===== src/rtl/fbdma_pkg.sv =====
package fbdma_pkg;
    typedef enum logic [2:0] {
        SEL_CTRL  = 3'd0,
        SEL_CADDR = 3'd1,
        SEL_CCNT  = 3'd2,
        SEL_NADDR = 3'd3,
        SEL_NCNT  = 3'd4,
        SEL_STAT  = 3'd5
    } reg_sel_e;

    localparam int CTRL_EN    = 0;
    localparam int CTRL_CHAIN = 1;
    localparam int CTRL_DIR   = 2;
    localparam int CTRL_ROUTE = 8;

    localparam int ST_NV = 0;
    localparam int ST_TC = 1;
    localparam int ST_SW = 2;
endpackage


===== src/rtl/fbdma_chan.sv =====
module fbdma_chan
    import fbdma_pkg::*;
#(
    parameter int AW  = 24,
    parameter int CW  = 24,
    parameter int RSW = 2,
    parameter int DW  = 32
) (
    input  logic           clk,
    input  logic           rst_n,
    input  logic           wr_en,
    input  logic [2:0]     wr_sel,
    input  logic [DW-1:0]  wdata,
    input  logic           xfer,
    output logic           en,
    output logic           chain,
    output logic           dir,
    output logic [RSW-1:0] route,
    output logic [AW-1:0]  cur_addr,
    output logic [CW-1:0]  cur_cnt,
    output logic [AW-1:0]  nxt_addr,
    output logic [CW-1:0]  nxt_cnt,
    output logic           nv,
    output logic           tc_flag,
    output logic           sw_flag,
    output logic           last
);
    typedef struct packed {
        logic           en;
        logic           chain;
        logic           dir;
        logic [RSW-1:0] route;
        logic [AW-1:0]  addr;
        logic [CW-1:0]  cnt;
        logic [AW-1:0]  naddr;
        logic [CW-1:0]  ncnt;
        logic           nv;
        logic           tcf;
        logic           swf;
    } chan_st_t;

    chan_st_t st_d, st_q;
    logic     unused_wd;

    assign unused_wd = ^wdata;

    always_comb begin
        st_d = st_q;
        if (wr_en) begin
            case (reg_sel_e'(wr_sel))
                SEL_CTRL: begin
                    st_d.en    = wdata[CTRL_EN];
                    st_d.chain = wdata[CTRL_CHAIN];
                    st_d.dir   = wdata[CTRL_DIR];
                    st_d.route = wdata[CTRL_ROUTE +: RSW];
                end
                SEL_CADDR: st_d.addr  = wdata[AW-1:0];
                SEL_CCNT:  st_d.cnt   = wdata[CW-1:0];
                SEL_NADDR: st_d.naddr = wdata[AW-1:0];
                SEL_NCNT:  st_d.ncnt  = wdata[CW-1:0];
                SEL_STAT: begin
                    st_d.nv = wdata[ST_NV];
                    if (wdata[ST_TC]) st_d.tcf = 1'b0;
                    if (wdata[ST_SW]) st_d.swf = 1'b0;
                end
                default: ;
            endcase
        end
        if (xfer) begin
            if (st_q.cnt == '0) begin
                if (st_q.chain && st_q.nv) begin
                    st_d.addr = st_q.naddr;
                    st_d.cnt  = st_q.ncnt;
                    st_d.nv   = 1'b0;
                    st_d.swf  = 1'b1;
                end else begin
                    st_d.en  = 1'b0;
                    st_d.tcf = 1'b1;
                end
            end else begin
                st_d.addr = st_q.addr + 1'b1;
                st_d.cnt  = st_q.cnt - 1'b1;
            end
        end
    end

    always_ff @(posedge clk) begin
        if (!rst_n) st_q <= '0;
        else        st_q <= st_d;
    end

    assign en       = st_q.en;
    assign chain    = st_q.chain;
    assign dir      = st_q.dir;
    assign route    = st_q.route;
    assign cur_addr = st_q.addr;
    assign cur_cnt  = st_q.cnt;
    assign nxt_addr = st_q.naddr;
    assign nxt_cnt  = st_q.ncnt;
    assign nv       = st_q.nv;
    assign tc_flag  = st_q.tcf;
    assign sw_flag  = st_q.swf;
    assign last     = (st_q.cnt == '0);
endmodule


===== src/rtl/fbdma_arb.sv =====
module fbdma_arb #(
    parameter int NCH  = 4,
    parameter int NREQ = 4,
    parameter int RSW  = 2,
    parameter int CHW  = 2
) (
    input  logic [NREQ-1:0] dreq,
    input  logic [NCH-1:0]  en,
    input  logic [RSW-1:0]  route [NCH],
    output logic            req_ok,
    output logic [CHW-1:0]  gnt
);
    logic [NCH-1:0] want;

    for (genvar c = 0; c < NCH; c++) begin : g_want
        assign want[c] = en[c] & dreq[route[c]];
    end

    always_comb begin
        req_ok = 1'b0;
        gnt    = '0;
        for (int i = NCH - 1; i >= 0; i--) begin
            if (want[i]) begin
                req_ok = 1'b1;
                gnt    = CHW'(i);
            end
        end
    end
endmodule


===== src/rtl/fbdma_top.sv =====
module fbdma_top
    import fbdma_pkg::*;
#(
    parameter int NCH  = 4,
    parameter int NREQ = 4,
    parameter int AW   = 24,
    parameter int CW   = 24,
    parameter int DW   = 32,
    localparam int CHW = $clog2(NCH),
    localparam int RSW = $clog2(NREQ),
    localparam int RAW = CHW + 3
) (
    input  logic            clk,
    input  logic            rst_n,
    input  logic [NREQ-1:0] dreq,
    output logic [NREQ-1:0] dack,
    output logic [AW-1:0]   mem_addr,
    output logic            mem_stb,
    output logic            mem_we,
    output logic            tc_o,
    output logic [NCH-1:0]  irq,
    input  logic            reg_wr,
    input  logic [RAW-1:0]  reg_addr,
    input  logic [DW-1:0]   reg_wdata,
    output logic [DW-1:0]   reg_rdata
);
    typedef struct packed {
        logic           busy;
        logic [CHW-1:0] ch;
    } eng_st_t;

    eng_st_t eng_d, eng_q;

    logic [NCH-1:0] en_v, chain_v, dir_v, nv_v, tcf_v, swf_v, last_v, xfer_v, wr_v;
    logic [RSW-1:0] route_a   [NCH];
    logic [AW-1:0]  caddr_a   [NCH];
    logic [CW-1:0]  ccnt_a    [NCH];
    logic [AW-1:0]  naddr_a   [NCH];
    logic [CW-1:0]  ncnt_a    [NCH];
    logic           req_ok;
    logic [CHW-1:0] gnt;
    logic [CHW-1:0] rch;
    logic [2:0]     rsel;

    assign rch  = reg_addr[RAW-1:3];
    assign rsel = reg_addr[2:0];

    for (genvar c = 0; c < NCH; c++) begin : g_ch
        assign wr_v[c]   = reg_wr && (rch == CHW'(c));
        assign xfer_v[c] = eng_q.busy && (eng_q.ch == CHW'(c));

        fbdma_chan #(.AW(AW), .CW(CW), .RSW(RSW), .DW(DW)) u_chan (
            .clk      (clk),
            .rst_n    (rst_n),
            .wr_en    (wr_v[c]),
            .wr_sel   (rsel),
            .wdata    (reg_wdata),
            .xfer     (xfer_v[c]),
            .en       (en_v[c]),
            .chain    (chain_v[c]),
            .dir      (dir_v[c]),
            .route    (route_a[c]),
            .cur_addr (caddr_a[c]),
            .cur_cnt  (ccnt_a[c]),
            .nxt_addr (naddr_a[c]),
            .nxt_cnt  (ncnt_a[c]),
            .nv       (nv_v[c]),
            .tc_flag  (tcf_v[c]),
            .sw_flag  (swf_v[c]),
            .last     (last_v[c])
        );
    end

    fbdma_arb #(.NCH(NCH), .NREQ(NREQ), .RSW(RSW), .CHW(CHW)) u_arb (
        .dreq   (dreq),
        .en     (en_v),
        .route  (route_a),
        .req_ok (req_ok),
        .gnt    (gnt)
    );

    always_comb begin
        eng_d = eng_q;
        if (eng_q.busy) begin
            eng_d.busy = 1'b0;
        end else if (req_ok) begin
            eng_d.busy = 1'b1;
            eng_d.ch   = gnt;
        end
    end

    always_ff @(posedge clk) begin
        if (!rst_n) eng_q <= '0;
        else        eng_q <= eng_d;
    end

    always_comb begin
        dack = '0;
        if (eng_q.busy) dack[route_a[eng_q.ch]] = 1'b1;
    end

    assign mem_stb  = eng_q.busy;
    assign mem_addr = caddr_a[eng_q.ch];
    assign mem_we   = eng_q.busy && dir_v[eng_q.ch];
    assign tc_o     = eng_q.busy && last_v[eng_q.ch];
    assign irq      = tcf_v | swf_v;

    always_comb begin
        reg_rdata = '0;
        case (reg_sel_e'(rsel))
            SEL_CTRL: begin
                reg_rdata[CTRL_EN]            = en_v[rch];
                reg_rdata[CTRL_CHAIN]         = chain_v[rch];
                reg_rdata[CTRL_DIR]           = dir_v[rch];
                reg_rdata[CTRL_ROUTE +: RSW]  = route_a[rch];
            end
            SEL_CADDR: reg_rdata[AW-1:0] = caddr_a[rch];
            SEL_CCNT:  reg_rdata[CW-1:0] = ccnt_a[rch];
            SEL_NADDR: reg_rdata[AW-1:0] = naddr_a[rch];
            SEL_NCNT:  reg_rdata[CW-1:0] = ncnt_a[rch];
            SEL_STAT: begin
                reg_rdata[ST_NV] = nv_v[rch];
                reg_rdata[ST_TC] = tcf_v[rch];
                reg_rdata[ST_SW] = swf_v[rch];
            end
            default: ;
        endcase
    end
endmodule


===== config.mk =====
export PLATFORM = sky130hd
export DESIGN_NAME = fbdma_top
export DESIGN_NICKNAME = d
export VERILOG_FILES = /design/src/rtl/fbdma_pkg.sv /design/src/rtl/fbdma_chan.sv /design/src/rtl/fbdma_arb.sv /design/src/rtl/fbdma_top.sv
export SDC_FILE = /design/constraint.sdc
export NUM_CORES = 2
export LEC_CHECK = 0
export ABC_AREA = 1
export CORE_MARGIN = 1.5
export CORE_UTILIZATION = 45
export DETAILED_ROUTE_END_ITERATION = 10
export SETUP_SLACK_MARGIN = 0.05
export SLEW_MARGIN = 15
export SYNTH_ARGS = -nofsm -noshare
export SYNTH_HDL_FRONTEND = slang
export SYNTH_HIERARCHICAL = 1
export SYNTH_SLANG_ARGS = --single-unit

===== constraint.sdc =====
create_clock -name clk -period 6.45 [get_ports clk]
set_input_delay 0.9675 -clock clk [delete_from_list [all_inputs] [get_ports clk]]
set_output_delay 0.9675 -clock clk [all_outputs]
set_load 0.02 [all_outputs]

# Word-level counts from Yosys, hierarchy flattened
# Index checks and enable logic that the tools add are counted.
[op_classes]
addsub = 8
bitwise_logic = 9
n_eq_ne = 11
magnitude_cmp = 10
n_reduce_logical = 36
n_mux = 141
[op_table]
columns = ["cell", "count"]
rows = [
  ["$mux W24", 26],
  ["$mux W48", 12],
  ["$mux W104", 4],
  ["$bmux W24 S2", 5],
  ["$add A24 B1 Y24 const B", 4],
  ["$logic_not A24 Y1", 4],
  ["$sub A24 B1 Y24 const B", 4],
  ["$pmux W14 S4", 1],
  ["$mux W1", 49],
  ["$mux W3", 13],
  ["$reduce_and A2 Y1", 13],
  ["$bmux W1 S2", 12],
  ["$lt A2 B3 Y1 const B", 7],
  ["$mux W5", 4],
  ["$pmux W5 S4", 1],
  ["$pmux W3 S6", 1],
  ["$mux W2", 8],
  ["$logic_and A1 B1 Y1", 15],
  ["$pmux W2 S5", 1],
  ["$bmux W2 S2", 2],
  ["$eq A2 B2 Y1 const B", 4],
  ["$eq A3 B2 Y1 const B", 2],
  ["$eq A3 B3 Y1 const B", 2],
  ["$ge A3 B3 Y1 const B", 2],
  ["12 further kinds", 19],
]
[totals]
elab_cells = 261
output_inout_bits = 67
inputBits = 44
ff_bits = 419

# Logic depth before layout (Yosys ltp)
[logic_depth]
word_depth = 9
ltp_mapped = 16
mapped_depth_nobuf = 13

# Cells and area by module
# Netlist, hierarchy kept.
[modules_own_cells]
columns = ["mod", "cells_per_inst", "area_per_inst_um2", "seq_area_each_um2", "instances"]
rows = [
  ["fbdma_chan (g_ch[0].u_chan ...)", 1167, 7020.5, 2082.0, 2],
  ["fbdma_chan (g_ch[2].u_chan ...)", 1168, 6984.2, 2082.0, 2],
  ["fbdma_top", 1211, 5101.1, 60.1, 1],
  ["fbdma_arb", 45, 206.4, 0.0, 1],
]

# Least setup slack after synthesis
# OpenSTA, ideal clock, no wires.
[synth_path]
path_kind = "input to output"
from = "input reg_addr[3]"
to = "output reg_rdata[21]"
n_path_buf = 3
t_arrival_ps = 2003
path_slack_ps = 3479
required_ps = 5483
path_stages = 10
cell_sequence = "buf_4 -> nor2_4 -> buf_4 -> buf_2 -> nand2_1 -> nand4_1 -> nand2_1 -> nand2_1 -> inv_1 -> nand2_1"
[synth_between]
elab_chain_len = 5
word_cells_on_any_way = 14
[synth_lines]
columns = ["item", "line_no", "text"]
rows = [
  ["from (decl)", "fbdma_top.sv:23", "input logic [RAW-1:0] reg_addr,"],
  ["$not A2 Y3 (implied by the code) *", "--", ""],
  ["$bmux W24 S2 (on tied branches)", "--", ""],
  ["$mux W24 (on tied branches) (2 in series)", "--", ""],
  ["$pmux W14 S4 *", "fbdma_top.sv:110", "case (reg_sel_e'(rsel))"],
  ["to (decl)", "fbdma_top.sv:25", "output logic [DW-1:0] reg_rdata"],
]
# Mark *: on every way between the ends. The rest lies on a longest branch, timed or not. The select of a mux whose other input is x is not followed.

# Final worst setup path
[layout_path]
from = "input reg_addr[0]"
to = "output reg_rdata[5]"
[layout_between]
elab_chain_len = 2
word_cells_on_any_way = 5
[layout_lines]
columns = ["item", "line_no"]
rows = [
  ["$eq A3 B3 Y1 (tied with other cells)", "fbdma_top.sv:110"],
  ["$pmux W5 S4 *", "fbdma_top.sv:110"],
]
# Mark *: on every way between the ends. The rest lies on a longest branch, timed or not.

==> impl_metrics.py <==
metrics = {
    "outcome": {
        "status": "completed",
    },
    "power_and_ir_drop": {
        "pwr_density_cell_mw_per_mm2": 199.5,
        "peakVddDrop_uv": 221.3,
        "p_leak_nw": 17.58,
        "power_mw": 7.267,
    },
    "detailed_routing": {
        "routed_wl_um": 153100,
        "remaining_drc_errors": 0,
        "wl_per_cell_um": 22.43,
        "drt_iter0_markers": 5033,
        "dr.pass1.iters": 10,
        "vias": 39000,
        "drtAntennaViolNets": 0,
        "viasPerCell": 5.713,
    },
    "synth": {
        "ys_warn_count": 6,
        "synthCells": 5926,
        "synth_area_leaders": "dfxtp_1 (25%), nand2_1 (24%), nand3_1 (8.5%), inv_1 (7.2%), o21ai_0 (7.0%)",
        "synth_edf_count": 0,
        "ys_ff_latch": 419,
        "synth_seq_area_share_pct": 25.18,
        "netlist_area_sq_mm": 0.03332,
        "synth_cell_types": 44,
        "yosysTopAreaCell": "dfxtp_1",
        "netlist.area_leader.share_pct": 25.18,
        "avgSynthCellArea_sq_um": 5.622,
        "synthArstFlopShare_pct": 0,
        "ys.flop_type": "dfxtp_1",
    },
    "placement": {
        "place_congestion": 1.024,
        "dp_cells": 6727,
        "place_hpwl_um": 108800,
        "numPortBuffers": 94,
    },
    "timing": {
        "fin_crit_sh_pct": 78.62,
        "skew_ns": 0.02411,
        "layout_min_cycle_time_ns": 5.071,
        "tns_ns": 0,
        "clock.fmax_mhz": 197.2,
        "final_hold_viol_count": 0,
        "rsz0062_at_grt": "false",
        "worst_pin_slew_ns": 1.237,
        "drv_slew": 0,
        "relSlewSlack_pct": 17.56,
        "setup_viol": 0,
    },
    "cts": {
        "cts_buffers": 54,
        "cts_max_level": 2,
        "cts_buffer_depth": 3,
        "cts-resized-gates": 0,
        "clkLatencyLatePin_ns": 0.65,
        "cts_hold_buf": 0,
        "post-cts-setup-buffer-count": 0,
        "clock-sinks": 419,
        "clk_pin_slew_ns": 0.06,
        "cts_tree": "built",
        "cts-root-buf": "clkbuf_16",
    },
    "global_route": {
        "antenna_found_initial": 2,
        "grt_max_degree": 200,
        "grt_pass1_wl_um": 222800,
        "grt_use_total_pct": 39.54,
        "grt_pass1_vias": 34080,
        "overflow": 0,
    },
    "floorplanning": {
        "start_util_pct": 45.59,
        "num_rows": 99,
        "ioPinCount": 111,
        "die_h_um": 275.1,
        "die_area_sq_mm": 0.07568,
        "fp.coreArea_sq_mm": 0.07308,
        "die-width_um": 275.1,
    },
    "critical_path": {
        "path_class": "input port to output pin",
        "timing.rr.start": "g_ch[2].u_chan/cur_cnt[0]$_SDFF_PN0_",
        "cp_data_arrival_time_ns": 4.10,
        "cp-start-kind": "input port",
        "cp-end-kind": "output pin",
        "path_max_fanout": 19,
        "required_ns": 5.48,
        "crit_start": "reg_addr[0]",
    },
    "final_layout": {
        "antenna_cells": 0,
        "n_fill_cell": 7974,
        "drive_gt1_share_pct": 6.902,
        "final-instance-count-excl-fill": 6827,
        "finish.utilization_pct": 49.85,
        "syn2layout_area_growth_pct": 9.340,
        "finalNetCount": 5877,
    },
    "run": {
        "max_cap_violations": 0,
    },
    "min_path": {
        "min_path_type": "flip-flop to flip-flop",
        "hp-start": "g_ch[1].u_chan/nxt_addr[2]$_SDFFE_PN0P_",
    },
}
-- per-layer routing --
metal | track usage, % | part of all wire [%] | up-vias
li1 | - | - | 18600
met1 | 54.29 | 41 | 17900
met2 | 56.20 | 40 | 2117
met3 | 6.616 | 11 | 387
met4 | 26.78 | 7.8 | 4
met5 | 1.378 | 0.10 | -
-- cell families (layout without fill, tap and decap cells) --
| group | Yosys count | in the layout | share of synthesized area [%] |
|---|---|---|---|
| simple gates | 3570 | 3570 | 46.61 |
| buf+inv | 994 | 929 | 12.32 |
| compound gates | 880 | 880 | 14.17 |
| flops | 419 | 419 | 25.18 |
| xor+xnor | 54 | 54 | 1.420 |
| fa+ha+maj | 8 | 8 | 0.3004 |
| other cells | 1 | 8 | 0.01126 |
-- critical path, cell delays in order --
cell	delay, ns
clkdlybuf4s50_1	1.00
nand3_1	0.19
inv_1	0.73
nand2_1	0.12
nand2_1	0.09
inv_1	0.04
nand2_1	0.26
clkdlybuf4s50_1	0.68
-- through the flow --
step	instance area (sq um)	hold slack [ns]	setup WS (ns)
6_report	36430	0.4594	1.379
5_1_grt	36430	0.4742	1.300
4_1_cts	36410	0.4600	1.114
3_5_place_dp	34520	0.4510	1.118
3_3_place_gp	34520	0.4482	1.140
2_1_floorplan	33340	0.4369	3.479
-- state kept, by name (all words and copies together) (netlist names) --
register / count
g_ch.u_chan/en: 4
g_ch.u_chan/route: 8
g_ch.u_chan/cur_addr: 96
g_ch.u_chan/dir: 4
g_ch.u_chan/nxt_addr: 96
eng_q: 2
g_ch.u_chan/tc_flag: 4
g_ch.u_chan/nxt_cnt: 96
g_ch.u_chan/nv: 4
g_ch.u_chan/cur_cnt: 96
g_ch.u_chan/chain: 4
g_ch.u_chan/sw_flag: 4
mem_stb: 1
-- cell usage after synthesis (all sizes together), types with 26 or more instances --
cell and instances:
nand2 2157, inv 662, nor2 615, nand3 591, o21ai 516, dfxtp 419, a21oi 299, clkbuf 168
buf 156, nand4 129, nor3 38, o21bai 30, xnor2 28, a22oi 26, xor2 26
-- power by group --
group / total [mW] / internal (mW) / switching [mW]
logic: 1.27 / 0.287 / 0.985
clock network: 3.32 / 1.99 / 1.33
registers: 2.68 / 2.62 / 0.0519
total: 7.27 / 4.90 / 2.36
-- path summary, 6_finish.rpt --
check | slack (ns) | endpoint | cells past startpoint
max | 1.38 | reg_rdata[5] | 8
min reg2reg | 0.46 | g_ch[1].u_chan/nxt_addr[2]$_SDFFE_PN0P_ | 2
max reg2reg | 2.77 | g_ch[2].u_chan/cur_cnt[1]$_SDFF_PN0_ | 9
min | 0.46 | g_ch[1].u_chan/nxt_addr[2]$_SDFFE_PN0P_ | 2
-- layout by cell type (no fill, tap or decap), types with 8 or more instances in the layout --
| cell | Yosys | final |
|---|---|---|
| nand3_2 | 14 | 16 |
| nand3_4 | 12 | 12 |
| nor2_2 | 26 | 29 |
| bufinv_16 | 0 | 8 |
| nor2_4 | 21 | 22 |
| dfxtp_1 | 419 | 418 |
| inv_2 | 27 | 27 |
| o21ai_0 | 466 | 466 |
| inv_1 | 635 | 635 |
| a21oi_1 | 260 | 260 |
| conb_1 | 1 | 8 |
| nor2_8 | 14 | 14 |
| clkbuf_1 | 166 | 10 |
| buf_4 | 25 | 61 |
| nand2_1 | 2123 | 2123 |
| xor2_1 | 26 | 26 |
| clkdlybuf4s50_1 | 0 | 91 |
| xnor2_1 | 28 | 28 |
| nand2_2 | 34 | 34 |
| clkbuf_8 | 0 | 10 |
| a21oi_2 | 39 | 39 |
| or2_2 | 20 | 20 |
| a22oi_1 | 26 | 26 |
| nor3_2 | 20 | 21 |
| ha_1 | 8 | 8 |
| nand3_1 | 565 | 563 |
| o21ai_1 | 48 | 48 |
| nor3_1 | 18 | 15 |
| nand4_1 | 125 | 125 |
| clkinv_2 | 2 | 17 |
| clkbuf_16 | 0 | 55 |
| nor2_1 | 554 | 550 |
| o21bai_1 | 30 | 30 |
| nand3b_1 | 12 | 12 |
-- cell type report --
class | instances | area, sq um | area share (%)
clock buffer | 75 | 1551 | 4.259
sequential | 419 | 8389 | 23.03
tap | 959 | 1200 | 3.294
clock inverter | 24 | 345.3 | 0.9480
inverter | 670 | 2520 | 6.917
timing repair buffer | 160 | 1519 | 4.170
multi-input combinational | 4520 | 20900 | 57.38
(Power assumes the default switching activity.)
